## src/rtl/shreg_pkg.sv

```systemverilog
package shreg_pkg;

    // Mode code is {sel_lft, sel_rgt}
    typedef enum logic [1:0] {
        MODE_HOLD  = 2'b00,
        MODE_RIGHT = 2'b01,
        MODE_LEFT  = 2'b10,
        MODE_LOAD  = 2'b11
    } shreg_mode_e;

endpackage

```

## src/rtl/shreg_mode_decode.sv

```systemverilog
module shreg_mode_decode
    import shreg_pkg::*;
(
    input  logic        sel_rgt,
    input  logic        sel_lft,
    output shreg_mode_e mode,
    output logic        port_release
);
    always_comb begin
        mode         = shreg_mode_e'({sel_lft, sel_rgt});
        port_release = (mode == MODE_LOAD);
    end
endmodule

```

## src/rtl/shreg_next.sv

```systemverilog
module shreg_next
    import shreg_pkg::*;
#(
    parameter int WIDTH = 8
) (
    input  logic [WIDTH-1:0] cur,
    input  shreg_mode_e      mode,
    input  logic             ser_in_a,
    input  logic             ser_in_h,
    input  logic [WIDTH-1:0] port_in,
    output logic [WIDTH-1:0] nxt
);
    localparam int TOP = WIDTH - 1;

    logic [WIDTH-1:0] toward_h;
    logic [WIDTH-1:0] toward_a;

    // Stage-by-stage neighbour selection
    genvar g;
    generate
        for (g = 0; g < WIDTH; g++) begin : g_stage
            if (g == 0) begin : g_low
                assign toward_h[g] = ser_in_a;
            end else begin : g_low_n
                assign toward_h[g] = cur[g-1];
            end
            if (g == TOP) begin : g_high
                assign toward_a[g] = ser_in_h;
            end else begin : g_high_n
                assign toward_a[g] = cur[g+1];
            end
        end
    endgenerate

    always_comb begin
        unique case (mode)
            MODE_RIGHT: nxt = toward_h;
            MODE_LEFT:  nxt = toward_a;
            MODE_LOAD:  nxt = port_in;
            default:    nxt = cur;
        endcase
    end
endmodule

```

## src/rtl/shreg_port_gate.sv

```systemverilog
module shreg_port_gate (
    input  logic oe_a_n,
    input  logic oe_b_n,
    input  logic port_release,
    output logic port_drive
);
    always_comb begin
        port_drive = 1'b1;
        if (oe_a_n || oe_b_n) port_drive = 1'b0;
        if (port_release)     port_drive = 1'b0;
    end
endmodule

```

## src/rtl/shreg_top.sv

```systemverilog
module shreg_top
    import shreg_pkg::*;
#(
    parameter int WIDTH = 8
) (
    input  logic             clk,
    input  logic             rst_n,
    input  logic             sel_rgt,
    input  logic             sel_lft,
    input  logic             oe_a_n,
    input  logic             oe_b_n,
    input  logic             ser_in_a,
    input  logic             ser_in_h,
    input  logic [WIDTH-1:0] port_in,
    output logic [WIDTH-1:0] port_out,
    output logic             port_drive,
    output logic             tap_a,
    output logic             tap_h
);
    localparam int TOP = WIDTH - 1;

    typedef struct packed {
        logic [WIDTH-1:0] stages;
    } state_t;

    state_t      st_d, st_q;
    shreg_mode_e mode;
    logic        port_release;
    logic [WIDTH-1:0] nxt_stages;

    shreg_mode_decode u_decode (
        .sel_rgt      (sel_rgt),
        .sel_lft      (sel_lft),
        .mode         (mode),
        .port_release (port_release)
    );

    shreg_next #(.WIDTH(WIDTH)) u_next (
        .cur      (st_q.stages),
        .mode     (mode),
        .ser_in_a (ser_in_a),
        .ser_in_h (ser_in_h),
        .port_in  (port_in),
        .nxt      (nxt_stages)
    );

    shreg_port_gate u_gate (
        .oe_a_n       (oe_a_n),
        .oe_b_n       (oe_b_n),
        .port_release (port_release),
        .port_drive   (port_drive)
    );

    always_comb begin
        st_d        = st_q;
        st_d.stages = nxt_stages;
    end

    always_ff @(posedge clk or negedge rst_n) begin
        if (!rst_n) st_q <= '0;
        else        st_q <= st_d;
    end

    assign port_out = st_q.stages;
    assign tap_a    = st_q.stages[0];
    assign tap_h    = st_q.stages[TOP];
endmodule

```

## config.mk

```make
export PLATFORM = sky130hd
export DESIGN_NAME = shreg_top
export DESIGN_NICKNAME = d
export VERILOG_FILES = /design/src/rtl/shreg_pkg.sv /design/src/rtl/shreg_mode_decode.sv /design/src/rtl/shreg_next.sv /design/src/rtl/shreg_port_gate.sv /design/src/rtl/shreg_top.sv
export SDC_FILE = /design/constraint.sdc
export NUM_CORES = 1
export LEC_CHECK = 0
export ABC_AREA = 1
export BUFFER_PORTS_ARGS = -buffer_cell sky130_fd_sc_hd__buf_4
export CORE_MARGIN = 2
export CORE_UTILIZATION = 30
export DETAILED_ROUTE_END_ITERATION = 7
export PLACE_DENSITY = 0.58
export REMOVE_ABC_BUFFERS = 1
export SLEW_MARGIN = 20
export SYNTH_ARGS = -nofsm -noshare
export SYNTH_HDL_FRONTEND = slang
export SYNTH_SLANG_ARGS = --single-unit
```

## constraint.sdc

```tcl
create_clock -name clk -period 1.05 [get_ports clk]
set_input_delay 0.105 -clock clk [delete_from_list [all_inputs] [get_ports clk]]
set_output_delay 0.105 -clock clk [all_outputs]
set_load 0.01 [all_outputs]
```

# Word level (Yosys, flattened, before mapping)

Cells that the tools add are included.

Logic and storage cells: 9
Bits of input ports: 16
Output and inout port bits: 11
Flip-flop bits (word level): 8

Eq/ne operators: 3
Reduce and logical (&&, ||, !) cells: 2
Muxes and demuxes: 3

Operators with widths:

| operator             | number |
|---|---|
| $pmux W8 S3          | 1 |
| $eq A2 B2 Y1 const B | 2 |
| $reduce_bool A3 Y1   | 1 |
| $eq A2 B1 Y1 const B | 1 |
| $mux W1              | 2 |
| $logic_or A1 B1 Y1   | 1 |

# Longest topological paths before layout

Gate-level depths: netlist (run 1).

Depth in word-level cells: 3
Depth in mapped cells: 6
Depth with buffers taken out: 5

# Cells and area by module

A second synthesis (run 1) with hierarchy kept.

Cells, all modules: 65
Area, all modules: 519.2 µm²

Modules (own cells, without submodules):

| module            | instances | area an instance (µm²) | cells each |
|---|---|---|---|
| shreg_next        | 1         | 264.0                  | 47 |
| shreg_top         | 1         | 215.2                  | 10 |
| shreg_mode_decode | 1         | 22.5                   | 4 |
| shreg_port_gate   | 1         | 17.5                   | 4 |

# Worst setup path before layout (run 1)

Ideal clock, no wire load.

Path type: flip-flop to flip-flop
Start: reg st_q, in the netlist port_out[6]
End: reg st_q, in the netlist port_out[7]
Arrival time: 0.695 ns
Library setup time: 0.116 ns
Cell stages (with the launch flop): 5
Setup slack: 0.238 ns
Path buffers: 0
Required time: 0.934 ns
Path through: dfrtp_1 nand2_1 nand2_1 nor2_1 nor2_2

Word-level cells in the longest chain between the ends: 1

RTL lines:

| item                   | RTL line         | source |
|---|---|---|
| from (decl)            | shreg_top.sv:26  | `state_t st_d, st_q;` |
| from (signal assigned) | shreg_top.sv:61  | `else st_q <= st_d;` |
| $pmux W8 S3            | shreg_next.sv:36 | `unique case (mode)` |

No other way between the ends.
A chain may end at the register's enable or synchronous reset.

# Worst setup path after layout (run 1)

Start: reg st_q, in the netlist port_out[7]
End: out tap_h

RTL lines:

| item      | RTL line        | source |
|---|---|---|
| to (decl) | shreg_top.sv:18 | `output logic tap_h` |

No word-level cell between the ends.

==> metrics.md, run 1 <==
| Metric | Value |
|---|---|
| Sw Share | 34.4% |
| CTS Buf Count | 3 |
| Gpl congestion | 0.802 |
| Final Util | 42.6% |
| Switch Pwr | 343 uW |
| DP Wirelength | 1120 um |
| Ports | 27 |
| Fill cells | 203 |
| Initial drt markers | 12 |
| Startpoint types | flip-flop |
| Sequential power share | 41.8% |
| Initial antenna violation count | 0 |
| Kind of end point of the critical path | primary output |
| DRT Pass-1 Iters | 4 |
| Yosys top cell by area | dfrtp_1 |
| VDD IR-drop max | 0.575 mV |
| Area share of the largest cell type after synthesis | 31.3% |
| IO buf count | 26 |
| Final worst path period share | 93.6% |
| CP bufs+invs | 1 |
| Final Max Tran Viols | 0 |
| Vias in the first global route | 550 |
| Via count of the routed design | 602 |
| Htree depth | 1 |
| #FFs+latches synth | 8 |
| Largest delay share family, worst path | flip-flops |
| Top routing layer in use | met4 |
| Yosys cell types | 15 |
| Final min period | 983 ps |
| Mapped Cells | 77 |
| CTS Sinks | 8 |
| Pwr Density | 1180 nW/um^2 |
| Critical path's largest stage delay | 450 ps |
| Worst slew pin tran | 271 ps |
| Die Y | 50.2 um |
| Critical path class | reg -> out |
| Combinational power share | 33.9% |
| Total core area | 1980 um^2 |
| Register area share after synthesis | 31.3% |
| Fmax achieved | 1020 MHz |
| Post-Route WL | 1450 um |
| RSZ-0062 raised after global routing | no |
| Clk_lat worst skew | 260 ps |
| Max-cap violations | 0 |
| Wire length on met1 | 623 um |
| Wire length on met3 | 101 um |
| CP max FO | 4 |
| CP Data Required Time | 940 ps |
| Fin nets | 120 |
| CP arrival | 880 ps |
| Starting Density | 32.3% |
| Status | finished clean |
| GR Util All Layers | 12.8% |
| Final hold vios | 0 |
| First-pass GRT wire length | 2420 um |
| Global route overflow | 0 |
| Area of the multi-input gates | 353 um^2 |
| Clock buffer depth | 2 |
| Final Skew | 1.44 ps |
| Largest net degree at the start of global routing | 19 |
| Die span in x | 50.2 um |
| # rows | 16 |
| Postcts setup bufs | 0 |
| Drt via density | 4.67 |
| Synth Area per Inst | 8.30 um^2 |
| Max-Slew Margin vs Limit | 81.9% |
| Reg area | 200 um^2 |
| Layout cells sized above 1 | 51.0% |
| CTS tree | built |
| Slowest CP cell | dfrtp_1 |
| Mapped Area | 639 um^2 |
| Die Area | 2520 um^2 |
| ANT cells | 0 |
| Worst-path clk slew | 60 ps |
| Met2 WL post-DR | 689 um |
| Clock network power share | 24.4% |
| CP Cell Sequence | buf_4 |
| Detail Route Antenna Nets | 0 |
| Largest cells by area after synthesis | dfrtp_1 31%, nand3_2 25%, nand2_1 18% |
| Int Power | 655 uW |
| Max FFs per register | 8 |
| Warnings, synthesis | 0 |
| Wire per inst | 11.3 um |
| P_leak | 0.000451 uW |
| DRC Markers | 0 |
| Final setup fails | 0 |
| Area Growth Syn to Fin | 31.9% |
| Worst Hold Class | in -> reg |
| Root buffer cell | clkbuf_4 |
| Setup TNS | 0 ps |
==> Yosys cell counts <==
cell type,n
nor2_2,1
dfrtp_1,8
o21ai_1,1
inv_4,2
nand3_1,6
inv_1,2
nand3_2,16
inv_6,1
nor2_4,2
buf_4,2
nand2_1,30
nor2_1,2
a21oi_2,1
buf_6,2
buf_12,1
==> layer usage <==
layer | GRT usage [%] | vias up
met3 | 2.38 | 5
met5 | 0 | -
met4 | 8.33 | 0
met1 | 16.7 | 270
met2 | 19.1 | 26
li1 | - | 301
==> cells by family after synthesis <==
kind of cell | count (synthesis) | share of synthesized area, %
and+or+nand+nor | 57 | 53.0
AOI/OAI and AO/OA | 2 | 2.15
DFF | 8 | 31.3
buffers and inverters | 10 | 13.5
==> placed cells by master (no fill, tap or decap), drive strengths merged <==
master	instances
o21ai	1
nand3	22
dfrtp	8
clkbuf	3
inv	5
buf	26
nor2	5
a21oi	1
nand2	30
dlygate4sd3	1
==> timing repair <==
item / 4_1_cts / 5_1_grt
hold buffers: 1 / 0
resized for setup: 0 / 0
hold endpoints to repair: 8 / 0
==> final timing paths <==
path / to / startpoint / slack, ps / cells after the start
setup / recovery: tap_h / port_out[7] / 70 / 1
hold / removal: port_out[0] / ser_in_a / 170 / 5
setup reg to reg: port_out[6] / port_out[7] / 220 / 4
hold reg to reg: port_out[0] / port_out[0] / 550 / 2
max in group asynchronous: port_out[5] / rst_n / 720 / 2
min in group asynchronous: port_out[3] / rst_n / 200 / 2
==> cell type report <==
type	count	share of cell area [%]
inverters	5	3.41
well taps	27	4.01
repair buffers	27	24.3
multi-input cells	59	41.8
flip-flops and latches	8	23.7
clock buffers	3	2.67
==> power groups by stage <==
stage               Sequential, uW  Clock (uW)  Combinational, uW
floorplan                      436           0                131
CTS                            416         247                343
global route                   425         269                373
finish                         417         243                338
global placement               424           0                339
detailed placement             422           0                338
==> per-stage QoR <==
stage,total power [uW],instances,instance area (um^2),hold slack (ps),setup slack (ps)
final,998,129,843,169,67.2
after CTS,1010,129,843,164,61.9
after detailed placement,760,125,811,-68.4,155
after global placement,764,125,811,-70.7,162
after floorplan,567,72,582,-191,214
after global routing,1070,129,843,197,41.2
Power figures use the tool's default switching activity.
==> run 2, diff against run 1 <==
--- a/config.mk
+++ b/config.mk
@@ -7,10 +7,12 @@
 export LEC_CHECK = 0
 export ABC_AREA = 1
 export BUFFER_PORTS_ARGS = -buffer_cell sky130_fd_sc_hd__buf_4
+export CELL_PAD_IN_SITES_DETAIL_PLACEMENT = 1
+export CELL_PAD_IN_SITES_GLOBAL_PLACEMENT = 1
 export CORE_MARGIN = 2
-export CORE_UTILIZATION = 30
+export CORE_UTILIZATION = 32
 export DETAILED_ROUTE_END_ITERATION = 7
-export PLACE_DENSITY = 0.58
+export PLACE_DENSITY = 0.8
 export REMOVE_ABC_BUFFERS = 1
 export SLEW_MARGIN = 20
 export SYNTH_ARGS = -nofsm -noshare
==> metrics.md, run 2 (synthesis results as in run 1) <==
| Metric | Value |
|---|---|
| Initial drt markers | 2 |
| VDD IR-drop max | 0.666 mV |
| Initial antenna violation count | 0 |
| Critical path class | reg -> out |
| CP max FO | 4 |
| IO buf count | 26 |
| Gpl congestion | 0.730 |
| Final worst path period share | 91.7% |
| ANT cells | 0 |
| DRC Markers | 0 |
| Root buffer cell | clkbuf_4 |
| CP bufs+invs | 1 |
| # rows | 16 |
| Slowest CP cell | dfrtp_1 |
| Cts repair resizes | 0 |
| Startpoint types | flip-flop |
| Die span in x | 48.7 um |
| Drt via density | 4.49 |
| Worst-path clk slew | 50 ps |
| GR Util All Layers | 14.1% |
| Worst Hold Class | in -> reg |
| Final hold vios | 0 |
| Commonest non-fill, non-tap cell in the layout | nand2_1 |
| Final min period | 963 ps |
| Die Area | 2370 um^2 |
| Post-Route WL | 1500 um |
| Max-Slew Margin vs Limit | 82.5% |
| Global route overflow | 0 |
| # hold bufs at CTS | 1 |
| CP Data Required Time | 940 ps |
| First-pass GRT wire length | 2670 um |
| Worst hold slack | 195 ps |
| Final Max Tran Viols | 0 |
| Die Y | 48.7 um |
| Setup TNS | 0 ps |
| Largest net degree at the start of global routing | 19 |
| Vias in the first global route | 582 |
| Fin nets | 120 |
| Kind of end point of the critical path | primary output |
| Clock buffer depth | 2 |
| Final Util | 43.9% |
| Total core area | 1920 um^2 |
| Pwr Density | 1160 nW/um^2 |
| Htree depth | 1 |
| Worst slew pin tran | 262 ps |
| DRT Pass-1 Iters | 3 |
| CTS Sinks | 8 |
| Commonest non-fill, non-tap cells in the layout | 30 x nand2_1, 26 x buf_4, 16 x nand3_2 |
| Final Skew | 2.69 ps |
| Critical path's largest stage delay | 440 ps |
| Status | finished clean |
| RSZ-0062 raised after global routing | no |
| Via count of the routed design | 579 |
| CTS tree | built |
| DP Wirelength | 1280 um |
| Max-cap violations | 0 |
| CP arrival | 860 ps |
| Layout cells sized above 1 | 51.0% |
| P_leak | 0.000451 uW |
| Starting Density | 33.3% |
| CTS Buf Count | 3 |
| Fmax achieved | 1040 MHz |
| Postcts setup bufs | 0 |
| Largest delay share family, worst path | flip-flops |
| Ports | 27 |
| Wire per inst | 11.6 um |
| Detail Route Antenna Nets | 0 |
| Final setup fails | 0 |
| Clk_lat worst skew | 250 ps |
| Area Growth Syn to Fin | 31.9% |
| CP Cell Sequence | buf_4 |
| Max FFs per register | 8 |
-- run 2: cell counts in the layout (fill, tap and decap cells not counted) --
No cell type changed its count.
-- run 2: final timing paths --
check | from | end | slack (ps) | cells after the start
min reg2reg | port_out[0] | port_out[0] | 550 | 2
max in group asynchronous | rst_n | port_out[4] | 700 | 2
max | port_out[7] | port_out[7] | 90 | 1
min in group asynchronous | rst_n | port_out[3] | 230 | 2
max reg2reg | port_out[3] | port_out[4] | 210 | 4
min | ser_in_a | port_out[0] | 190 | 5
-- run 2: power breakdown --
group	internal (uW)	leakage, uW	switching (uW)	total (uW)
sequential	354	0.000100	63.7	418
clock	130	0.0000138	90.9	221
combinational	170	0.000336	172	342
total	654	0.000451	326	980
-- run 2: worst reg2reg max path: cells and delay by family, from the launching register on --
| family | cells | cell delay, ps |
|---|---|---|
| and+or+nand+nor | 4 | 300 |
| DFF | 1 | 430 |
-- run 2: stage by stage --
| stage | std cells | setup WS [ps] | cell area, um^2 | power (uW) |
|---|---|---|---|---|
| 2_1_floorplan | 72 | 214 | 582 | 567 |
| 3_3_place_gp | 125 | 153 | 811 | 758 |
| 3_5_place_dp | 125 | 139 | 811 | 769 |
| 4_1_cts | 129 | 66.5 | 843 | 1010 |
| 5_1_grt | 129 | 46.4 | 843 | 1060 |
| 6_report | 129 | 87.4 | 843 | 980 |
-- run 2: area by class of cell --
cell class                 instances  area (um^2)
timing repair buffer              27          205
inverter                           5         28.8
sequential                         8          200
multi-input combinational         59          353
fill                             255         1080
tap                               27         33.8
clock buffer                       3         22.5
-- run 2: per-layer routing --
layer	global-route usage, %	routed length (um)	vias up
li1	-	-	297
met1	19.0	694	274
met2	22.1	778	8
met3	1.54	28	0
met4	7.14	0	0
met5	0	0	-
